==> config.mk <==
export PLATFORM = sky130hd
export DESIGN_NAME = prio_vec_intc
export DESIGN_NICKNAME = d
export VERILOG_FILES = /design/src/rtl/intc_pkg.sv /design/src/rtl/intc_req_flags.sv /design/src/rtl/intc_select.sv /design/src/rtl/prio_vec_intc.sv
export SDC_FILE = /design/constraint.sdc
export NUM_CORES = 1
export LEC_CHECK = 0
export ABC_CLOCK_PERIOD_IN_PS = 30000
export CAP_MARGIN = 10
export CORE_MARGIN = 2
export CORE_UTILIZATION = 47
export DETAILED_ROUTE_END_ITERATION = 12
export PLACE_DENSITY = 0.88
export SYNTH_ARGS = -nofsm -noshare
export SYNTH_HDL_FRONTEND = slang
export SYNTH_SLANG_ARGS = --single-unit
==> constraint.sdc <==
create_clock -name clk -period 30 [get_ports clk]
set_clock_uncertainty 0.15 [all_clocks]
set_input_delay 4.5 -clock clk [delete_from_list [all_inputs] [get_ports clk]]
set_output_delay 4.5 -clock clk [all_outputs]
set_load 0.01 [all_outputs]
==> src/rtl/intc_pkg.sv <==
package intc_pkg;

    typedef enum logic [1:0] {
        MODE_VECT  = 2'd0,
        MODE_MACRO = 2'd1,
        MODE_CTXSW = 2'd2
    } svc_mode_e;

    localparam logic [15:0] BRK_VEC_C  = 16'h003E;
    localparam logic [15:0] TRAP_VEC_C = 16'h003C;
    localparam logic [15:0] RST_VEC_C  = 16'h0000;

    // reserved field value is folded onto plain vectored handling
    function automatic svc_mode_e decode_mode(input logic [1:0] f);
        case (f)
            2'd1:    return MODE_MACRO;
            2'd2:    return MODE_CTXSW;
            default: return MODE_VECT;
        endcase
    endfunction

endpackage

==> src/rtl/intc_req_flags.sv <==
module intc_req_flags #(
    parameter int               N_SRC  = 16,
    parameter logic [N_SRC-1:0] SHARED = 16'h0012
) (
    input  logic             clk,
    input  logic             rst_n,
    input  logic [N_SRC-1:0] req_pulse,
    input  logic [N_SRC-1:0] alt_pulse,
    input  logic             nmi_pulse,
    input  logic             wdt_pulse,
    input  logic [N_SRC-1:0] clr_msk,
    input  logic             clr_nmi,
    input  logic             clr_wdt,
    output logic [N_SRC-1:0] pend,
    output logic             nmi_pend,
    output logic             wdt_pend
);

    typedef struct packed {
        logic [N_SRC-1:0] msk;
        logic             nmi;
        logic             wdt;
    } flag_t;

    flag_t            flg_d, flg_q;
    logic [N_SRC-1:0] set_vec;
    logic             unused_alt;

    for (genvar g = 0; g < N_SRC; g++) begin : g_trig
        if (SHARED[g]) begin : g_dual
            assign set_vec[g] = req_pulse[g] | alt_pulse[g];
        end else begin : g_single
            assign set_vec[g] = req_pulse[g];
        end
    end

    assign unused_alt = ^(alt_pulse & ~SHARED);

    always_comb begin
        flg_d     = flg_q;
        flg_d.msk = (flg_q.msk & ~clr_msk) | set_vec;
        flg_d.nmi = (flg_q.nmi & ~clr_nmi) | nmi_pulse;
        flg_d.wdt = (flg_q.wdt & ~clr_wdt) | wdt_pulse;
    end

    always_ff @(posedge clk or negedge rst_n) begin
        if (!rst_n) flg_q <= '0;
        else        flg_q <= flg_d;
    end

    assign pend     = flg_q.msk;
    assign nmi_pend = flg_q.nmi;
    assign wdt_pend = flg_q.wdt;

endmodule

==> src/rtl/intc_select.sv <==
module intc_select #(
    parameter int N_SRC  = 16,
    parameter int PRIO_W = 2,
    parameter int ID_W   = 5,
    parameter int LVL_W  = PRIO_W + 1
) (
    input  logic [N_SRC-1:0]        pend,
    input  logic [N_SRC-1:0]        mask,
    input  logic [N_SRC*PRIO_W-1:0] prio,
    input  logic [LVL_W-1:0]        svc_level,
    input  logic                    nmi_pend,
    input  logic                    wdt_pend,
    output logic                    hit,
    output logic [ID_W-1:0]         win_id
);

    logic              best_ok;
    logic [PRIO_W-1:0] best_p;
    logic [ID_W-1:0]   best_i;
    logic [PRIO_W-1:0] cur_p;

    always_comb begin
        best_ok = 1'b0;
        best_p  = '0;
        best_i  = '0;
        cur_p   = '0;
        // ascending scan with strict compare: the lower index keeps a tie
        for (int i = 0; i < N_SRC; i++) begin
            cur_p = prio[i*PRIO_W +: PRIO_W];
            if (pend[i] && !mask[i] && ({1'b0, cur_p} < svc_level)
                && (!best_ok || cur_p < best_p)) begin
                best_ok = 1'b1;
                best_p  = cur_p;
                best_i  = ID_W'(i);
            end
        end
        if (nmi_pend) begin
            hit    = 1'b1;
            win_id = ID_W'(N_SRC);
        end else if (wdt_pend) begin
            hit    = 1'b1;
            win_id = ID_W'(N_SRC + 1);
        end else begin
            hit    = best_ok;
            win_id = best_i;
        end
    end

endmodule

==> src/rtl/prio_vec_intc.sv <==
module prio_vec_intc
    import intc_pkg::*;
#(
    parameter int               N_SRC    = 16,
    parameter int               PRIO_W   = 2,
    parameter int               VEC_W    = 16,
    parameter int               VEC_STEP = 2,
    parameter logic [VEC_W-1:0] MSK_BASE = 16'h0006,
    parameter logic [VEC_W-1:0] NMI_VEC  = 16'h0002,
    parameter logic [VEC_W-1:0] WDT_VEC  = 16'h0004,
    parameter logic [N_SRC-1:0] SHARED   = 16'h0012,
    localparam int              ID_W     = $clog2(N_SRC + 2),
    localparam int              LVL_W    = PRIO_W + 1
) (
    input  logic                    clk,
    input  logic                    rst_n,
    input  logic [N_SRC-1:0]        req_pulse,
    input  logic [N_SRC-1:0]        alt_pulse,
    input  logic                    nmi_pulse,
    input  logic                    wdt_pulse,
    input  logic [N_SRC-1:0]        mask,
    input  logic [N_SRC*PRIO_W-1:0] prio,
    input  logic [N_SRC*2-1:0]      mode_sel,
    input  logic [LVL_W-1:0]        svc_level,
    input  logic                    ack,
    output logic                    irq,
    output logic [VEC_W-1:0]        vec_addr,
    output logic [ID_W-1:0]         src_id,
    output logic [1:0]              svc_mode,
    output logic [VEC_W-1:0]        brk_vec,
    output logic [VEC_W-1:0]        trap_vec,
    output logic [VEC_W-1:0]        rst_vec
);

    localparam logic [ID_W-1:0] ID_NMI = ID_W'(N_SRC);
    localparam logic [ID_W-1:0] ID_WDT = ID_W'(N_SRC + 1);

    typedef struct packed {
        logic             irq;
        logic [ID_W-1:0]  id;
        logic [VEC_W-1:0] vec;
        logic [1:0]       mode;
    } pres_t;

    pres_t            st_d, st_q;
    logic [N_SRC-1:0] pend, clr_msk;
    logic             nmi_pend, wdt_pend, clr_nmi, clr_wdt;
    logic             hit, take_ack;
    logic [ID_W-1:0]  win_id;

    intc_req_flags #(.N_SRC(N_SRC), .SHARED(SHARED)) i_flags (
        .clk       (clk),
        .rst_n     (rst_n),
        .req_pulse (req_pulse),
        .alt_pulse (alt_pulse),
        .nmi_pulse (nmi_pulse),
        .wdt_pulse (wdt_pulse),
        .clr_msk   (clr_msk),
        .clr_nmi   (clr_nmi),
        .clr_wdt   (clr_wdt),
        .pend      (pend),
        .nmi_pend  (nmi_pend),
        .wdt_pend  (wdt_pend)
    );

    intc_select #(.N_SRC(N_SRC), .PRIO_W(PRIO_W), .ID_W(ID_W), .LVL_W(LVL_W)) i_select (
        .pend      (pend),
        .mask      (mask),
        .prio      (prio),
        .svc_level (svc_level),
        .nmi_pend  (nmi_pend),
        .wdt_pend  (wdt_pend),
        .hit       (hit),
        .win_id    (win_id)
    );

    assign take_ack = st_q.irq && ack;

    always_comb begin
        st_d    = st_q;
        clr_msk = '0;
        clr_nmi = take_ack && (st_q.id == ID_NMI);
        clr_wdt = take_ack && (st_q.id == ID_WDT);
        if (take_ack && st_q.id < ID_NMI) begin
            clr_msk = N_SRC'(1) << st_q.id;
        end
        if (st_q.irq) begin
            if (ack) st_d.irq = 1'b0;
        end else if (hit) begin
            st_d.irq = 1'b1;
            st_d.id  = win_id;
            if (win_id == ID_NMI) begin
                st_d.vec  = NMI_VEC;
                st_d.mode = MODE_VECT;
            end else if (win_id == ID_WDT) begin
                st_d.vec  = WDT_VEC;
                st_d.mode = MODE_VECT;
            end else begin
                st_d.vec  = MSK_BASE + VEC_W'(VEC_STEP) * VEC_W'(win_id);
                st_d.mode = decode_mode(mode_sel[32'(win_id)*2 +: 2]);
            end
        end
    end

    always_ff @(posedge clk or negedge rst_n) begin
        if (!rst_n) st_q <= '0;
        else        st_q <= st_d;
    end

    assign irq      = st_q.irq;
    assign vec_addr = st_q.vec;
    assign src_id   = st_q.id;
    assign svc_mode = st_q.mode;
    assign brk_vec  = VEC_W'(BRK_VEC_C);
    assign trap_vec = VEC_W'(TRAP_VEC_C);
    assign rst_vec  = VEC_W'(RST_VEC_C);

endmodule

After elaboration in Yosys (flattened, before gate mapping):

Cells that the tools add are included.

* eq/ne operators: 6
* divide/modulo/power cells: 0
* multipliers: 0
* muxes and demuxes: 57
* reduce and logical (&&, ||, !) cells: 98
* add/sub/neg operators: 1
* shift-type cells: 2
* bitwise operators: 12
* magnitude comparators: 32

Operators with widths (count)
* 1-bit logical AND: 51
* 2-bit by 3-bit < comparator with 1-bit output: 16
* 2-bit 2-to-1 mux: 17
* 4-bit 2-to-1 mux: 8
* 32-bit by 7-bit indexed part select with 2-bit output: 1
* 1-bit zero test: 31
* 2-bit < comparator: 15
* 24-bit 2-to-1 mux: 1
* 1-bit 2-to-1 mux: 21
* 5-bit equality test, second input constant: 4
* 9-bit 2-to-1 mux: 2
* 16-bit AND: 1
* 16-bit 2-to-1 mux: 1
* 16-bit NOT: 1
* 16-bit bitwise OR: 1
* 1-bit by 5-bit left shift with 16-bit output, first input constant: 1
* 1-bit logical OR: 15
* 3-bit 2-to-1 mux: 4
* 5-bit 2-to-1 mux: 2
* 3-bit by 6-bit adder with 7-bit output, first input constant: 1
* 5-bit < comparator, second input constant: 1
* 1-bit bitwise OR: 4
* 2-bit case mux with 2 select lines: 1
* 1-bit NOT: 3
* other kinds (4): 5

* ROM bits: 0
* input bits: 120
* memories kept: 0
* flip-flop bits (word level): 42
* word-level logic and storage cells: 215
* bits in writable memories: 0
* bits in latches: 0
* output and inout bits: 72

Longest topological paths before layout:

Gate-level depths: netlist (run 1).

* depth in word-level cells: 73
* mapped depth: 67
* mapped depth without buffers: 65

By module:

A second synthesis (run 1) with hierarchy kept.

* cell total of the unflattened synthesis: 594
* area, all modules: 4548.1 um^2

Modules (own cells, without submodules)
* intc_select: cells each 342, instances 1, sequential area each 0.0 um^2, area each 2288.4 um^2
* prio_vec_intc: cells each 196, instances 1, sequential area each 350.3 um^2, area each 1604.0 um^2
* intc_req_flags: cells each 56, instances 1, sequential area each 450.4 um^2, area each 655.6 um^2

Worst setup path after synthesis (run 1):

Ideal clock, no wire load.

* path kind: input-to-reg
* start: input port svc_level[1]
* end: register st_q, in the netlist svc_mode[0]
* path slack: 12937 ps
* stages: 61
* arrival: 16792 ps
* cells stage by stage: inv_1 ha_1 nor2b_1 a211oi_2 nand2_1 ha_1 a21o_1 a21oi_1 a2bb2oi_1 ha_1 or3_1 o32ai_2 mux2i_1 inv_1 ha_1 nor2_1 a31oi_1 nor2_1 [25 not listed] o41a_1 o31a_1 ha_1 or2_2 a21oi_1 o21ai_0 o31a_1 ha_1 o21ai_0 a21oi_1 o21ai_2 or2_1 buf_2 and3_1 a2111oi_0 o21ai_0 a32o_1 a22o_1

* longest elaborated chain between the ends: 70
* elaborated cells between the ends (all ways): 151
* classes of those cells: order compare (31); eq/ne (4); shift (1); mux (53); reduce/logical (62)

Ends and longest elaborated chain
* start: declaration: RTL line prio_vec_intc.sv:24 `input logic [LVL_W-1:0] svc_level,`
* 2-bit by 3-bit < comparator with 1-bit output: RTL line intc_select.sv:30 `if (pend[i] && !mask[i] && ({1'b0, cur_p} < svc_level)`
* 1-bit logical AND: RTL line intc_select.sv:30
* 2-bit 2-to-1 mux or 1-bit 2-to-1 mux (tied branches): RTL line intc_select.sv:30
* 2-bit < comparator or 1-bit zero test (tied branches): RTL line intc_select.sv:31 `&& (!best_ok || cur_p < best_p)) begin`
* 1-bit logical OR: RTL line intc_select.sv:31
* 1-bit logical AND: RTL line intc_select.sv:31
* 2-bit 2-to-1 mux or 1-bit 2-to-1 mux (tied branches): RTL line intc_select.sv:30
* 2-bit < comparator or 1-bit zero test (tied branches): RTL line intc_select.sv:31
* [54 not listed]
* 4-bit 2-to-1 mux: RTL line intc_select.sv:30
* 5-bit 2-to-1 mux: RTL line intc_select.sv:40 `end else if (wdt_pend) begin`
* 5-bit 2-to-1 mux: RTL line intc_select.sv:37 `if (nmi_pend) begin`
* 32-bit by 7-bit indexed part select with 2-bit output: RTL line prio_vec_intc.sv:100 `st_d.mode = decode_mode(mode_sel[32'(win_id)*2 +: 2]);`
* 2-bit equality test or 2-bit by 1-bit equality test with 1-bit output (tied branches): RTL line intc_pkg.sv:15 `case (f)`
* 2-bit case mux with 2 select lines: RTL line intc_pkg.sv:15
* 9-bit 2-to-1 mux: RTL line prio_vec_intc.sv:95 `end else if (win_id == ID_WDT) begin`
* 9-bit 2-to-1 mux: RTL line prio_vec_intc.sv:92 `if (win_id == ID_NMI) begin`
* end signal: assignment: RTL line prio_vec_intc.sv:107 `else st_q <= st_d;`
* end: declaration: RTL line prio_vec_intc.sv:45 `pres_t st_d, st_q;`

Several ways; a longest one is shown, not always the timed one.
A chain may end at the register's enable or synchronous reset.

Worst setup path in the final report (run 1):

* start: input port svc_level[1]
* end: register st_q, in the netlist svc_mode[1]

The elaborated chain is that of the path after synthesis.

==> results of run 1 <==
metal layers:
layer,up-vias,share of wire
met3,23,0.086
met5,-,0
li1,2230,-
met1,2133,0.39
met4,0,0.017
met2,225,0.50
cell type report:
cell class / count / area, µm² / area share
Inverter: 21 / 78.8 / 0.0140
Clock buffer: 7 / 96.3 / 0.0171
Timing Repair Buffer: 120 / 1200 / 0.213
Tap cell: 129 / 161 / 0.0286
Multi-Input combinational cell: 512 / 3300 / 0.586
Sequential cell: 32 / 801 / 0.142
critical path, delay by kind of cell:
kind | cells | cell delay [ps]
adders and majority gates | 9 | 2280
muxes | 2 | 640
buffers and inverters | 5 | 1330
and+or+nand+nor | 15 | 2770
AOI/OAI and AO/OA | 32 | 7790
final timing paths:
check	from	end	slack [ps]	cells after the start
setup reg to reg	i_flags.pend[0]	svc_mode[1]	15950	60
hold / removal	i_flags.pend[0]	i_flags.pend[0]	330	1
max in group asynchronous	rst_n	i_flags.pend[9]	24930	2
hold reg to reg	i_flags.pend[0]	i_flags.pend[0]	330	1
min in group asynchronous	rst_n	svc_mode[1]	4470	2
setup / recovery	svc_level[1]	svc_mode[1]	10740	63
report_power, final:
group	internal [mW]	switching, mW
clock	0.0204	0.0148
sequential	0.0456	0.00300
combinational	0.0539	0.0676
total	0.120	0.0855
Yosys cell counts, drive strengths merged, types with 5 or more instances:
master / n
a21oi: 37
a21o: 18
nor2b: 25
o21ai: 44
and3: 7
o21a: 6
mux2i: 15
a31oi: 6
nand2b: 31
clkbuf: 7
or2: 10
a211o: 7
o22ai: 7
nor3: 13
dfrtp: 32
o31ai: 5
nand3: 8
o211ai: 7
inv: 21
ha: 26
a2111oi: 5
buf: 64
nand2: 46
nor2: 50
o221ai: 5
a211oi: 11
registers in the layout (all words and copies together) (netlist names):
name,cells
i_flags.pend,16
vec_addr,6
src_id,5
svc_mode,2
i_flags.nmi_pend,1
i_flags.wdt_pend,1
irq,1
kinds of logic after synthesis:
| family | Yosys count |
|---|---|
| simple gates | 214 |
| compound gates | 192 |
| buf+inv | 92 |
| flops | 32 |
| fa+ha+maj | 28 |
| mux | 19 |
| other cells | 2 |
| xor+xnor | 1 |
metrics by stage:
stage | utilization | worst slack, ps
CTS | 0.610 | 10920
finish | 0.610 | 10740
global placement | 0.600 | 11000
global route | 0.610 | 9370
floorplan | - | 12940
detailed placement | 0.600 | 10700
==> out/qor.csv, run 1 <==
metric,value,unit
synth_mux_area_frac,0.0445,
layout_common_cells,"clkdlybuf4s50_1 (119), conb_1 (58), nor2_1 (50)",
crit_path_frequent_cell,ha_1,
synth_xor_area_frac,0.00196,
worst_hold_slack,328,ps
clk_latency,280,ps
critPathMaxFanout,16,
cts_inserted_buffers,5,
grtUsageMet2,0.464,
synth_cells,580,
hpwlAfterDp,10500,µm
clk_pin_slew,60,ps
hold_violations,0,
cp_data_required_time,30040,ps
dieArea,0.0103,mm²
postCtsResizedCells,0,
wl_per_cell,15.7,µm
total_power,0.205,mW
synth_top_family_by_area,compound AO/OA/AOI/OAI gates,
setup_violations,0,
finalSetupTns,0,ps
cts-root-buf,clkbuf_8,
path_class,primary input to register,
cts_tree,done,
n_fill_cell,820,
postCtsSetupBuffers,0,
slowest_delay,660,ps
worst_pin_slew,932,ps
post_dp_cell_area,0.00554,mm²
drc,0,
use_met3,0.0607,
synth_edf_count,0,
grt_max_degree,33,
syn_avg_cell_area,7.71,µm²
status,completed,
fin_area,0.00564,mm²
arrival,19300,ps
grt_overflow,0,
grt.busiest_layer,met2,
drt_iter0_markers,179,
die_h,102,µm
yosys_warnings,0,
netlist.area_leader.share,0.179,
track_usage,0.252,
grt_pass1_vias,4587,
period_share,0.642,
cts-htree-levels,2,
cts_hold_buffers,0,
peakVddDrop,0.0306,mV
antennaDiodeCount,0,
drv_cap,0,
synth_ff_type,dfrtp_1,
period_needed,19260,ps
async_flop_share,1.00,
rsz0062_at_grt,no,
syn_area,0.00447,mm²
ant_nets,0,
core_area,0.00924,mm²
timing.slew.headroom,0.377,
clockBufferDepth,2,
synth_compound_area_frac,0.319,
area_growth,26.1,%
layout_commonest_cell,clkdlybuf4s50_1,
seq_area_frac_synth,0.179,
fin_nets,838,
drive_gt1_frac,0.0650,
grt_pass1_wl,21200,µm
slew_violations,0,
dr.pass1.iters,4,
critical_path.endpoint_type,register,
ios,192,
critPathLaunchType,primary input,
post_layout_nonfiller_instances,821,
fmax,0.0519,GHz
fp-row-count,35,
numPortBuffers,119,
power_density,36.4,mW/mm²
synth_area_leaders,"dfrtp_1 (18%), buf_4 (9.9%), ha_1 (7.3%)",
place_inst,814,
wirelength,12900,µm
cts.sinks,32,
worst_path_max_delay_cell,a2111oi_0,
antenna_found_initial,0,
die_x,102,µm
grt_use_met1,0.287,
place_congestion,0.904,
synth_cell_type_count,80,
initial_utilization,0.484,
yosys_register_bits,32,
p_leak,2.27,nW
num_vias,4611,
hp-class,register to register,
synth-simple-area-share,0.247,
avgViaCountPerCell,5.62,
synth_area_leader_cell,dfrtp_1,
synth_adder_area_share,0.0773,
No activity file was read; power rests on OpenSTA's default activity.
==> run 2: changes to the inputs <==
--- a/config.mk
+++ b/config.mk
@@ -5,12 +5,12 @@
 export SDC_FILE = /design/constraint.sdc
 export NUM_CORES = 1
 export LEC_CHECK = 0
-export ABC_CLOCK_PERIOD_IN_PS = 30000
+export ABC_CLOCK_PERIOD_IN_PS = 19300
 export CAP_MARGIN = 10
 export CORE_MARGIN = 2
-export CORE_UTILIZATION = 47
+export CORE_UTILIZATION = 44
 export DETAILED_ROUTE_END_ITERATION = 12
-export PLACE_DENSITY = 0.88
+export PLACE_DENSITY = 0.83
 export SYNTH_ARGS = -nofsm -noshare
 export SYNTH_HDL_FRONTEND = slang
 export SYNTH_SLANG_ARGS = --single-unit
==> constraint.sdc (replaced) <==
create_clock -name clk -period 19.3 [get_ports clk]
set_clock_uncertainty 0.15 [all_clocks]
set_input_delay 2.895 -clock clk [delete_from_list [all_inputs] [get_ports clk]]
set_output_delay 2.895 -clock clk [all_outputs]
set_load 0.01 [all_outputs]
==> out/qor.csv, run 2 (synthesized netlist as in run 1, its figures left out) <==
metric,value,unit
status,completed,
period_needed,17990,ps
die_h,105,µm
num_vias,4654,
critPathMaxFanout,16,
dieArea,0.0110,mm²
fp-row-count,36,
cts-root-buf,clkbuf_8,
setup_violations,0,
postCtsResizedCells,0,
grt_overflow,0,
fin_nets,838,
worst_path_max_delay_cell,or4_4,
n_fill_cell,907,
cts_hold_buffers,0,
drc,0,
numPortBuffers,119,
comb_power_share,0.607,
area_growth,25.9,%
cts_inserted_buffers,5,
track_usage,0.234,
clk_pin_slew,60,ps
seqCellArea,801,µm²
cp_data_required_time,19320,ps
layout_commonest_cell,clkdlybuf4s50_1,
worst_pin_slew,891,ps
grt_pass1_wl,21300,µm
pwr-share-seq,0.242,
slew_violations,0,
path_class,primary input to register,
rsz0062_at_grt,no,
arrival,18010,ps
hold_violations,0,
layout_common_cells,"clkdlybuf4s50_1 (119), conb_1 (58), nor2_1 (50)",
multi_input_area,0.00330,mm²
ant_nets,0,
die_x,105,µm
critical_path.endpoint_type,register,
cts-htree-levels,2,
largest_reg_flops,16,
crit_path_frequent_cell,ha_1,
dr.pass1.iters,5,
clockBufferDepth,2,
reg2reg_depth,62,
p_leak,2.26,nW
hpwlAfterDp,10600,µm
ios,192,
timing.slew.headroom,0.404,
fmax,0.0556,GHz
finalSetupTns,0,ps
grt_pass1_vias,4618,
drt_iter0_markers,227,
power_density,55.3,mW/mm²
worstHoldPathCells,1,
postCtsSetupBuffers,0,
cts.sinks,32,
drv_cap,0,
initial_utilization,0.455,
grt_max_degree,33,
post_dp_cell_area,0.00555,mm²
critPathLaunchType,primary input,
cts_tree,done,
hp-class,register to register,
power_frac_clock,0.151,
period_share,0.932,
peakVddDrop,0.0446,mV
p_sw,0.132,mW
p_sw_frac,0.423,
avgViaCountPerCell,5.63,
wl_per_cell,15.8,µm
drive_gt1_frac,0.0636,
clk_latency,280,ps
core_area,0.00982,mm²
slowest_delay,590,ps
place_congestion,0.927,
antenna_found_initial,1,
fin_area,0.00563,mm²
intPower,0.179,mW
wirelength,13100,µm
-- run 2: cell count changes in the layout (fill, tap and decap cells not counted), sizes merged --
| cell | before | now |
|---|---|---|
| clkinv | 0 | 1 |
| clkbuf | 7 | 6 |
| diode | 0 | 1 |
-- run 2: path summary, 6_finish.rpt --
path / startpoint / endpoint / slack, ps
max in group asynchronous: rst_n / i_flags.pend[12] / 15850
worst min-delay path: vec_addr[5] / vec_addr[5] / 340
worst max-delay path: svc_level[1] / svc_mode[0] / 1310
worst min register to register: vec_addr[5] / vec_addr[5] / 340
min in group asynchronous: rst_n / vec_addr[6] / 2860
worst max register to register: i_flags.pend[0] / svc_mode[0] / 4990
-- run 2: layer usage --
metal	global-route usage	vias up	routed length (µm)
li1	-	2238	-
met4	0.0933	0	501
met2	0.423	219	6390
met3	0.0505	39	962
met5	0	-	0
met1	0.265	2158	5190
-- run 2: through the flow --
stage	hold slack, ps	worst slack [ps]	util	total power [mW]	cells
after CTS	342	1640	0.573	0.311	825
after global placement	311	1980	0.565	0.255	818
after floorplan	291	3840	-	0.212	636
after global routing	356	384	0.573	0.336	826
final	343	1310	0.573	0.311	826
after detailed placement	319	1370	0.565	0.262	818
-- run 2: worst max-delay path: cells and delay by family --
| family | cells | cell delay [ps] |
|---|---|---|
| AOI/OAI and AO/OA | 32 | 7370 |
| adders and majority gates | 9 | 2420 |
| buffers and inverters | 5 | 1400 |
| muxes | 2 | 630 |
| and+or+nand+nor | 17 | 3260 |
-- run 2: power groups by stage --
stage | combinational [mW] | clock [mW] | sequential [mW]
finish | 0.189 | 0.0471 | 0.0753
CTS | 0.187 | 0.0484 | 0.0753
detailed placement | 0.186 | 0 | 0.0763
global route | 0.208 | 0.0519 | 0.0758
global placement | 0.179 | 0 | 0.0762
floorplan | 0.136 | 0 | 0.0761
-- run 2: final cells by class --
class / count / share of cell area
Clock buffer: 6 / 0.0129
Antenna cell: 1 / 0.000445
Timing Repair Buffer: 120 / 0.213
Tap cell: 133 / 0.0296
Clock inverter: 1 / 0.000890
Inverter: 21 / 0.0140
Sequential cell: 32 / 0.142
Multi-Input combinational cell: 512 / 0.587
==> run 3: changes to the inputs <==
--- a/config.mk
+++ b/config.mk
@@ -11,6 +11,7 @@
 export CORE_UTILIZATION = 44
 export DETAILED_ROUTE_END_ITERATION = 12
 export PLACE_DENSITY = 0.83
+export SKIP_CTS_REPAIR_TIMING = 1
 export SYNTH_ARGS = -nofsm -noshare
 export SYNTH_HDL_FRONTEND = slang
 export SYNTH_SLANG_ARGS = --single-unit
==> results of run 3 <==
Same layout as run 2: the final DEF is identical, and so are final timing and power.
